===== config.mk =====
export PLATFORM = sky130hd
export DESIGN_NAME = perf_counter_bank
export DESIGN_NICKNAME = d
export VERILOG_FILES = /design/src/rtl/pmc_pkg.sv /design/src/rtl/pmc_ctrl_regs.sv /design/src/rtl/pmc_event_decode.sv /design/src/rtl/pmc_counter.sv /design/src/rtl/perf_counter_bank.sv
export SDC_FILE = /design/constraint.sdc
export NUM_CORES = 1
export LEC_CHECK = 0
export ABC_AREA = 1
export BUFFER_PORTS_ARGS = -buffer_cell sky130_fd_sc_hd__buf_2
export CAP_MARGIN = 10
export CORE_UTILIZATION = 35
export DETAILED_ROUTE_END_ITERATION = 8
export SLEW_MARGIN = 25
export SYNTH_ARGS = -nofsm -noshare
export SYNTH_HDL_FRONTEND = slang
export SYNTH_SLANG_ARGS = --single-unit

===== constraint.sdc =====
create_clock -name clk -period 3.7 [get_ports clk]
set_input_delay 0.37 -clock clk [delete_from_list [all_inputs] [get_ports clk]]
set_output_delay 0.37 -clock clk [all_outputs]
set_load 0.03 [all_outputs]

===== src/rtl/pmc_pkg.sv =====
package pmc_pkg;

    localparam int NUM_CNT  = 6;
    localparam int NUM_SEL  = 4;
    localparam int CNT_W    = 32;
    localparam int SEL_W    = 8;
    localparam int MODE_W   = 32;
    localparam int SELR_W   = 64;
    localparam int DATA_W   = 64;
    localparam int ADDR_W   = 3;

    localparam logic [ADDR_W-1:0] A_MODE     = 3'd0;
    localparam logic [ADDR_W-1:0] A_SELR     = 3'd1;
    localparam int                A_CNT_BASE = 2;

    localparam int B_FRZ_ALL = 31;
    localparam int B_EBB     = 20;
    localparam int B_OVE_1   = 15;
    localparam int B_OVE_N   = 14;
    localparam int B_FRZ_LO  = 5;
    localparam int B_FRZ_HI  = 4;

    localparam logic [CNT_W:0] THRESH = {2'b01, {(CNT_W-1){1'b0}}};

    typedef enum logic [1:0] {
        EV_NONE    = 2'd0,
        EV_INSN    = 2'd1,
        EV_CYC     = 2'd2,
        EV_INSN_RL = 2'd3
    } evt_e;

    function automatic evt_e decode_evt(input int unsigned idx,
                                        input logic [SEL_W-1:0] sel,
                                        input logic [MODE_W-1:0] mode);
        evt_e r;
        r = EV_NONE;
        if (mode[B_FRZ_ALL]) begin
            r = EV_NONE;
        end else if (idx < NUM_SEL) begin
            if (!mode[B_FRZ_LO]) begin
                case (sel)
                    8'h02:   r = EV_INSN;
                    8'h1E:   r = EV_CYC;
                    8'hF0:   r = (idx == 0) ? EV_CYC  : EV_NONE;
                    8'hFE:   r = (idx == 0) ? EV_INSN : EV_NONE;
                    8'hFA:   r = (idx == 3) ? EV_INSN_RL : EV_NONE;
                    default: r = EV_NONE;
                endcase
            end
        end else if (!mode[B_FRZ_HI]) begin
            r = (idx == NUM_SEL) ? EV_INSN : EV_CYC;
        end
        return r;
    endfunction

endpackage


===== src/rtl/pmc_ctrl_regs.sv =====
module pmc_ctrl_regs
    import pmc_pkg::*;
(
    input  logic                clk,
    input  logic                rst,
    input  logic                wr_en,
    input  logic [ADDR_W-1:0]   wr_addr,
    input  logic [DATA_W-1:0]   wr_data,
    output logic [MODE_W-1:0]   mode_q,
    output logic [SELR_W-1:0]   selr_q
);

    always_ff @(posedge clk) begin
        if (rst) begin
            mode_q <= '0;
            selr_q <= '0;
        end else if (wr_en) begin
            if (wr_addr == A_MODE) mode_q <= wr_data[MODE_W-1:0];
            if (wr_addr == A_SELR) selr_q <= wr_data[SELR_W-1:0];
        end
    end

endmodule


===== src/rtl/pmc_event_decode.sv =====
module pmc_event_decode
    import pmc_pkg::*;
(
    input  logic [MODE_W-1:0] mode,
    input  logic [SELR_W-1:0] selr,
    output evt_e              ev     [NUM_CNT],
    output logic              ov_en  [NUM_CNT]
);

    for (genvar i = 0; i < NUM_CNT; i++) begin : g_dec
        logic [SEL_W-1:0] sel;
        if (i < NUM_SEL) begin : g_sel
            assign sel = selr[(4*SEL_W - 1 - SEL_W*i) -: SEL_W];
        end else begin : g_fixed
            assign sel = '0;
        end
        assign ev[i]    = decode_evt(i, sel, mode);
        assign ov_en[i] = (i == 0) ? mode[B_OVE_1] : mode[B_OVE_N];
    end

endmodule


===== src/rtl/pmc_counter.sv =====
module pmc_counter
    import pmc_pkg::*;
#(
    parameter int INSN_W = 4
) (
    input  logic              clk,
    input  logic              rst,
    input  evt_e              ev,
    input  logic              ov_en,
    input  logic [INSN_W-1:0] insn_done,
    input  logic              run_latch,
    input  logic              wr_en,
    input  logic [CNT_W-1:0]  wr_data,
    output logic [CNT_W-1:0]  cnt_q,
    output logic              ovf_evt
);

    logic [CNT_W:0] step;
    logic [CNT_W:0] sum;
    logic           clamp;
    logic           below;

    always_comb begin
        step = '0;
        case (ev)
            EV_INSN:    step = {{(CNT_W+1-INSN_W){1'b0}}, insn_done};
            EV_CYC:     step = {{CNT_W{1'b0}}, 1'b1};
            EV_INSN_RL: step = run_latch ? {{(CNT_W+1-INSN_W){1'b0}}, insn_done} : '0;
            default:    step = '0;
        endcase
        sum     = {1'b0, cnt_q} + step;
        below   = ({1'b0, cnt_q} < THRESH);
        clamp   = ov_en && (step != '0) && (sum >= THRESH);
        ovf_evt = !wr_en && clamp && ((ev != EV_CYC) || below);
    end

    always_ff @(posedge clk) begin
        if (rst)        cnt_q <= '0;
        else if (wr_en) cnt_q <= wr_data;
        else if (clamp) cnt_q <= THRESH[CNT_W-1:0];
        else            cnt_q <= sum[CNT_W-1:0];
    end


    wr_prio_chk: assert property (@(posedge clk) disable iff (rst)
        wr_en |=> cnt_q == $past(wr_data));


    clamp_hold_chk: assert property (@(posedge clk) disable iff (rst)
        (ov_en && !wr_en && ({1'b0, cnt_q} <= THRESH)) |=> ({1'b0, cnt_q} <= THRESH));


    idle_stable_chk: assert property (@(posedge clk) disable iff (rst)
        (ev == EV_NONE && !wr_en) |=> $stable(cnt_q));

endmodule


===== src/rtl/perf_counter_bank.sv =====
module perf_counter_bank
    import pmc_pkg::*;
#(
    parameter int INSN_W = 4
) (
    input  logic              clk,
    input  logic              rst,
    input  logic              wr_en,
    input  logic [ADDR_W-1:0] wr_addr,
    input  logic [DATA_W-1:0] wr_data,
    input  logic [ADDR_W-1:0] rd_addr,
    output logic [DATA_W-1:0] rd_data,
    input  logic [INSN_W-1:0] insn_done,
    input  logic              run_latch,
    output logic              ovf_irq
);

    logic [MODE_W-1:0] mode_q;
    logic [SELR_W-1:0] selr_q;
    evt_e              ev      [NUM_CNT];
    logic              ov_en   [NUM_CNT];
    logic [CNT_W-1:0]  cnt_val [NUM_CNT];
    logic [NUM_CNT-1:0] ovf_vec;

    pmc_ctrl_regs u_regs (
        .clk     (clk),
        .rst     (rst),
        .wr_en   (wr_en),
        .wr_addr (wr_addr),
        .wr_data (wr_data),
        .mode_q  (mode_q),
        .selr_q  (selr_q)
    );

    pmc_event_decode u_dec (
        .mode  (mode_q),
        .selr  (selr_q),
        .ev    (ev),
        .ov_en (ov_en)
    );

    for (genvar i = 0; i < NUM_CNT; i++) begin : g_cnt
        logic hit;
        assign hit = wr_en && (wr_addr == ADDR_W'(A_CNT_BASE + i));

        pmc_counter #(.INSN_W(INSN_W)) u_cnt (
            .clk       (clk),
            .rst       (rst),
            .ev        (ev[i]),
            .ov_en     (ov_en[i]),
            .insn_done (insn_done),
            .run_latch (run_latch),
            .wr_en     (hit),
            .wr_data   (wr_data[CNT_W-1:0]),
            .cnt_q     (cnt_val[i]),
            .ovf_evt   (ovf_vec[i])
        );


        frz_all_chk: assert property (@(posedge clk) disable iff (rst)
            (mode_q[B_FRZ_ALL] && !wr_en) |=> $stable(cnt_val[i]));
    end

    always_ff @(posedge clk) begin
        if (rst) ovf_irq <= 1'b0;
        else     ovf_irq <= (|ovf_vec) && mode_q[B_EBB];
    end

    always_comb begin
        rd_data = '0;
        if (rd_addr == A_MODE)      rd_data = {{(DATA_W-MODE_W){1'b0}}, mode_q};
        else if (rd_addr == A_SELR) rd_data = selr_q;
        else begin
            for (int k = 0; k < NUM_CNT; k++)
                if (rd_addr == ADDR_W'(A_CNT_BASE + k))
                    rd_data = {{(DATA_W-CNT_W){1'b0}}, cnt_val[k]};
        end
    end


    irq_gate_chk: assert property (@(posedge clk) disable iff (rst)
        ovf_irq |-> $past(mode_q[B_EBB]));


    rst_irq_chk: assert property (@(posedge clk)
        $past(rst) |-> !ovf_irq);

endmodule


=== Yosys cells after proc, flatten, opt, wreduce, memory -nomap -nowiden ===
Index checks and enable logic that the tools add are counted.

* Logic and storage cells: 175
* Output and inout port bits: 65
* Register bits: 289

* Mux-type cells: 43
* $lt $le $gt $ge: 12
* Reductions and logical operators: 56
* $add $sub $neg: 6
* Eq/ne operators: 49

{| class="wikitable"
|+ Operator list
! kind !! count
|-
| 33-bit case mux with 3 select lines || 6
|-
| 64-bit two-way mux || 7
|-
| 32-bit two-way mux || 13
|-
| 32-bit by 33-bit adder with 33-bit output || 6
|-
| 33-bit by 32-bit greater-or-equal comparator with 1-bit output, second input constant || 6
|-
| 33-bit nonzero test || 6
|-
| 32-bit < comparator, second input constant || 6
|-
| 8-bit by 2-bit equality test with 1-bit output, second input constant || 4
|-
| 8-bit by 5-bit equality test with 1-bit output, second input constant || 4
|-
| 1-bit logical AND || 31
|-
| 2-bit equality test, second input constant || 12
|-
| 3-bit equality test, second input constant || 8
|-
| 8-bit equality test, second input constant || 3
|-
| 2-bit two-way mux || 11
|-
| 2-bit by 1-bit equality test with 1-bit output, second input constant || 6
|-
| 3-bit by 2-bit equality test with 1-bit output, second input constant || 4
|-
| 2-bit inequality test, second input constant || 6
|-
| 2-bit case mux with 2 select lines || 3
|-
| 3-bit by 1-bit equality test with 1-bit output, second input constant || 2
|-
| 1-bit logical NOT || 6
|-
| 3-bit logical NOT || 2
|-
| 1-bit logical OR || 6
|-
| 2-bit case mux with 3 select lines || 1
|-
| 6-bit OR reduction || 1
|-
| other kinds (4) || 6
|}

=== Longest topological paths before layout ===
* Depth in word-level cells: 14
* Mapped depth: 22
* Gate-level depth less buffers: 22

=== Modules after synthesis ===
Synthesis repeated with hierarchy kept, for this count alone.

* Cell total of the unflattened synthesis: 3511
* Area, all modules: 21385.5 um^2

{| class="wikitable"
|+ By module, submodules not included
! module !! cells each !! instances !! area each (um^2)
|-
| pmc_counter at g_cnt[0].u_cnt ... || 387 || 5 || 2392.3
|-
| pmc_ctrl_regs || 597 || 1 || 4146.5
|-
| perf_counter_bank || 527 || 1 || 2469.9
|-
| pmc_counter at g_cnt[5].u_cnt || 366 || 1 || 2418.6
|-
| pmc_event_decode || 86 || 1 || 389.1
|}

=== Worst setup path after synthesis ===
OpenSTA, ideal clock, no wires.

* Path type: register to register
* Start point: reg u_regs.selr_q[0]
* End point: reg g_cnt[3].u_cnt.cnt_q[0]
* Setup slack: 1.133 ns
* Cell stages (with the launch flop): 20
* Clock period less this slack: 2.567 ns
* Data arrival time: 2.498 ns
* Required time: 3.631 ns
* Cells stage by stage: dfxtp_1 inv_1 nand2_1 nand3b_1 nand2_1 nand3_1 a21oi_1 inv_1 ha_1 fa_1 nand3_1 nand2_1 nand2_1 inv_1 nand4_1 nand2_2 nand3_4 buf_12 nand3_2 a21oi_2

* Word-level cells in the longest chain between the ends: 11
* Elaborated cells between the ends (all ways): 17

{| class="wikitable"
|+ Ends and longest elaborated chain
! what !! line !! text
|-
| start, declared || pmc_ctrl_regs.sv:10 || <nowiki>output logic [SELR_W-1:0] selr_q</nowiki>
|-
| start signal, assigned || pmc_ctrl_regs.sv:19 || <nowiki>if (wr_addr == A_SELR) selr_q <= wr_data[SELR_W-1:0];</nowiki>
|-
| 8-bit equality test, or another cell as far along || pmc_pkg.sv:41 || <nowiki>case (sel)</nowiki>
|-
| 2-bit case mux with 3 select lines (*) || pmc_pkg.sv:41 ||
|-
| 2-bit two-way mux (*) || pmc_pkg.sv:40 || <nowiki>if (!mode[B_FRZ_LO]) begin</nowiki>
|-
| 2-bit two-way mux (*) || pmc_pkg.sv:37 || <nowiki>if (mode[B_FRZ_ALL]) begin</nowiki>
|-
| 2-bit equality test or 2-bit by 1-bit equality test with 1-bit output (tied branches) || pmc_counter.sv:25 || <nowiki>case (ev)</nowiki>
|-
| 33-bit case mux with 3 select lines (*) || pmc_counter.sv:25 ||
|-
| 32-bit by 33-bit adder with 33-bit output or 33-bit nonzero test (tied branches) || pmc_counter.sv:31, pmc_counter.sv:33 ||
|-
| 33-bit by 32-bit greater-or-equal comparator with 1-bit output or 1-bit logical AND (tied branches) || pmc_counter.sv:33 || <nowiki>clamp = ov_en && (step != '0) && (sum >= THRESH);</nowiki>
|-
| 1-bit logical AND || pmc_counter.sv:33 ||
|-
| 32-bit two-way mux (*) || pmc_counter.sv:40 || <nowiki>else if (clamp) cnt_q <= THRESH[CNT_W-1:0];</nowiki>
|-
| 32-bit two-way mux (*) || pmc_counter.sv:39 || <nowiki>else if (wr_en) cnt_q <= wr_data;</nowiki>
|-
| end signal, assigned || pmc_counter.sv:39 ||
|-
| end signal, assigned || pmc_counter.sv:40 ||
|-
| end signal, assigned || pmc_counter.sv:41 || <nowiki>else cnt_q <= sum[CNT_W-1:0];</nowiki>
|-
| end, declared || pmc_counter.sv:14 || <nowiki>output logic [CNT_W-1:0] cnt_q,</nowiki>
|}

Every way passes the cells marked *; elsewhere a longest branch is shown, timed or not.
A chain may end at the register's enable or synchronous reset.

=== Worst setup path in the final report ===
* Start point: in rd_addr[1]
* End point: out rd_data[13]

* Word-level cells in the longest chain between the ends: 9
* Elaborated cells between the ends (all ways): 16

{| class="wikitable"
|+ Ends and longest elaborated chain
! what !! line !! text
|-
| start, declared || perf_counter_bank.sv:11 || <nowiki>input logic [ADDR_W-1:0] rd_addr,</nowiki>
|-
| 3-bit by 2-bit equality test with 1-bit output || perf_counter_bank.sv:75 || <nowiki>if (rd_addr == ADDR_W'(A_CNT_BASE + k))</nowiki>
|-
| 32-bit two-way mux || perf_counter_bank.sv:75 ||
|-
| 64-bit two-way mux (5 in series) || perf_counter_bank.sv:75 ||
|-
| 64-bit two-way mux || perf_counter_bank.sv:72 || <nowiki>else if (rd_addr == A_SELR) rd_data = selr_q;</nowiki>
|-
| 64-bit two-way mux (*) || perf_counter_bank.sv:71 || <nowiki>if (rd_addr == A_MODE) rd_data = {{(DATA_W-MODE_W){1'b0}}, mode_q};</nowiki>
|-
| end, declared || perf_counter_bank.sv:12 || <nowiki>output logic [DATA_W-1:0] rd_data,</nowiki>
|}

Marked as above.

==> impl_metrics.toml <==
[placed_design]
gp_congestion = 1.038
io_buffer_count = 142
hpwl_mm = 61.28

[critical_path]
cp-start-kind = "primary input"
worstPathArrival_ps = 3200
criticalPathCategory = "primary input to primary output"
cp-end-kind = "primary output"
critPathMaxFanout = 14
critPathRequiredTime_ps = 3330

[pwr]
power.switching_uw = 2395
p_comb_share_pct = 12.3
p_sw_share_pct = 29.83
peakVddDrop_uv = 397.6
power_frac_clock_pct = 45.9
p_seq_share_pct = 41.8
power_density_nw_per_um2 = 382.2
power_leakage_uw = 0.007994
intPower_uw = 5633

[clock_tree]
cts_buffers = 37
cts_tree = "done"
insertion_delay_ps = 580
h-tree-depth = 2
cts_sinks = 289
ctsRootBufferMaster = "clkbuf_16"
clk_path_buf_depth = 3
cts.clk_slew.worst_paths_ps = 60

[timing]
finalHoldViolations = 0
final.min_clock_period_ps = 3575
setup_viol = 0
rsz0062_at_grt = "false"
maxSlewViolCount = 0
timing.hold.ws_ps = 65.41
finalCritPeriodShare_pct = 96.62
slew_headroom_pct = 29.33
fmax_ghz = 0.2797
fin_setup_tns_ps = 0
finalClockSkew_ps = 14.59
tightest_slew_ps = 1033

[floorplanning]
io_pins = 143
dieArea_sq_um = 53510
row_count = 83
initial_core_util_pct = 35.66
chipHeight_microns = 231.3
fp.dieW_microns = 231.3
core_area_sq_um = 51610

[synth]
synth_area_leaders = "dfxtp_1, nand2_1, a21oi_1"
synth_area_per_cell_sq_um = 6.597
synth-edff-count = 0
ys_ff_latch = 289
synth_commonest_cells = "nand2_1, nor2_1, inv_1"
synthesis.instances = 2790
synth-main-ff-cell = "dfxtp_1"
yosysSeqAreaShare_pct = 31.43
post-synth-top-count-cell = "nand2_1"
synth_area_sq_um = 18410
synth_cell_types = 58
ys_warn_count = 0
synth_top_cell_by_area = "dfxtp_1"
synthArstFlopShare_pct = 0
synth_fp_nets = 2895
synth_top_area_share_pct = 31.43

[route]
avgRoutedWirePerCell_microns = 23.31
vias = 20530
ant_nets = 0
viasPerCell = 5.693
wl_mm = 84.07
drc = 0
drt_pre_antenna_iters = 6
drt_iter0_drc = 2370

[final_layout]
finalNetCount = 2996
area_delta_synth_final_pct = 14.12
multiInputGateArea_sq_um = 10860
fillers = 5491
seqCellArea_sq_um = 5786
drive_gt1_share_pct = 13.08

[grt]
antenna_found_initial = 9
grt_pass1_vias = 18960
grt_pass1_wl_mm = 121.7
grt-ovfl-total = 0
grt_max_degree = 122
grt.total_usage_pct = 30.64

[min_path]
hold_path_class = "primary input to flop"

[flow_run]
maxCapViolCount = 0

[run_status]
outcome = "completed"
==> final cells by class <==
class | count | share of cell area (%)
Antenna cell | 6 | 0.07148
Clock buffer | 59 | 5.278
Clock inverter | 9 | 0.4587
Inverter | 302 | 5.415
Multi-Input combinational cell | 2063 | 51.72
Sequential cell | 289 | 27.55
Tap cell | 680 | 4.051
Timing Repair Buffer | 198 | 5.463
==> cells by family (layout without fill, tap and decap cells) <==
| family | Yosys count | in the layout | synth area share [%] |
|---|---|---|---|
| compound gates | 661 | 661 | 20.21 |
| xor+xnor | 114 | 114 | 5.425 |
| fa+ha+maj | 27 | 27 | 2.039 |
| buf+inv | 438 | 568 | 9.674 |
| flops | 289 | 289 | 31.43 |
| other cells | 0 | 6 | 0 |
| simple gates | 1261 | 1261 | 31.22 |
==> per-layer routing <==
metal  wire length (microns)  track usage [%]  vias up
met3                    7679            5.586      227
met4                    4986            18.75        6
li1                        -                -     9554
met2                   36510            46.41     1067
met5                      41                0        -
met1                   34850            40.20     9674
==> per-stage QoR <==
stage	instance area (sq um)	power, uW	util, %	cells	setup slack (ps)
4_1_cts	20980	8026	40.64	3600	334.0
5_1_grt	20990	8241	40.67	3600	110.4
3_3_place_gp	19770	4364	38.30	3532	309.2
2_1_floorplan	18410	3925	-	2790	1133
6_report	21000	8028	40.69	3606	125.1
3_5_place_dp	19770	4375	38.30	3532	327.8
==> state kept, by name, summed over array words and instances (netlist names) <==
| signal | cells |
|---|---|
| u_regs.selr_q | 64 |
| ovf_irq | 1 |
| u_regs.mode_q | 32 |
| g_cnt.u_cnt.cnt_q | 192 |
==> worst max-delay path, stage by stage <==
cell       delay, ps
buf_2            180
buf_4            190
nand3_1          490
buf_4            310
nor2_1           140
a2111oi_0        900
buf_4            300
o211ai_1         100
buf_2            210
==> worst paths after layout <==
kind                      from                        to  slack [ps]  cells after the start
max                 rd_addr[1]               rd_data[13]         130                      9
min                wr_data[51]         u_regs.selr_q[51]          70                      3
max reg2reg   u_regs.selr_q[1]  g_cnt[3].u_cnt.cnt_q[11]         400                     18
min reg2reg  u_regs.selr_q[48]         u_regs.selr_q[48]         450                      2
==> power by group through the flow <==
stage	combinational, uW	sequential [uW]	clock [uW]
finish	989	3350	3690
global route	1050	3360	3830
CTS	962	3350	3710
detailed placement	959	3420	0
global placement	949	3420	0
floorplan	554	3370	0
==> cells in the final DEF, fill, tap and decap left out, types with 6 or more instances in the layout <==
cell type    n
clkinv_2     6
o211ai_1    24
dfxtp_1    289
xnor2_1     19
inv_1      287
o21ai_0    262
nand3_1    179
nor2_2      24
nor4_1       9
nand2_1    499
a21oi_2     14
xor2_1      95
buf_2      142
nor3b_1      6
o2111ai_1   17
nand4_1     76
nand3_2     18
diode_2      6
nor3_2       8
a221oi_1     8
nor2_4       7
ha_1        22
clkbuf_1    12
clkbuf_8    10
inv_2       10
a22oi_1      7
o22ai_1     19
nor3_1      68
nor2_1     326
clkbuf_16   37
nand2_2     17
buf_4       54
a21oi_1    265
o221ai_1    13
==> repair_timing <==
item                                    in CTS  in global routing
endpoints found under the setup margin       0                  4
buffers inserted                             0                  0
resized for setup                            0                  2
hold buffers                                 0                  0
Note: power is estimated with default switching activity, not from simulation.
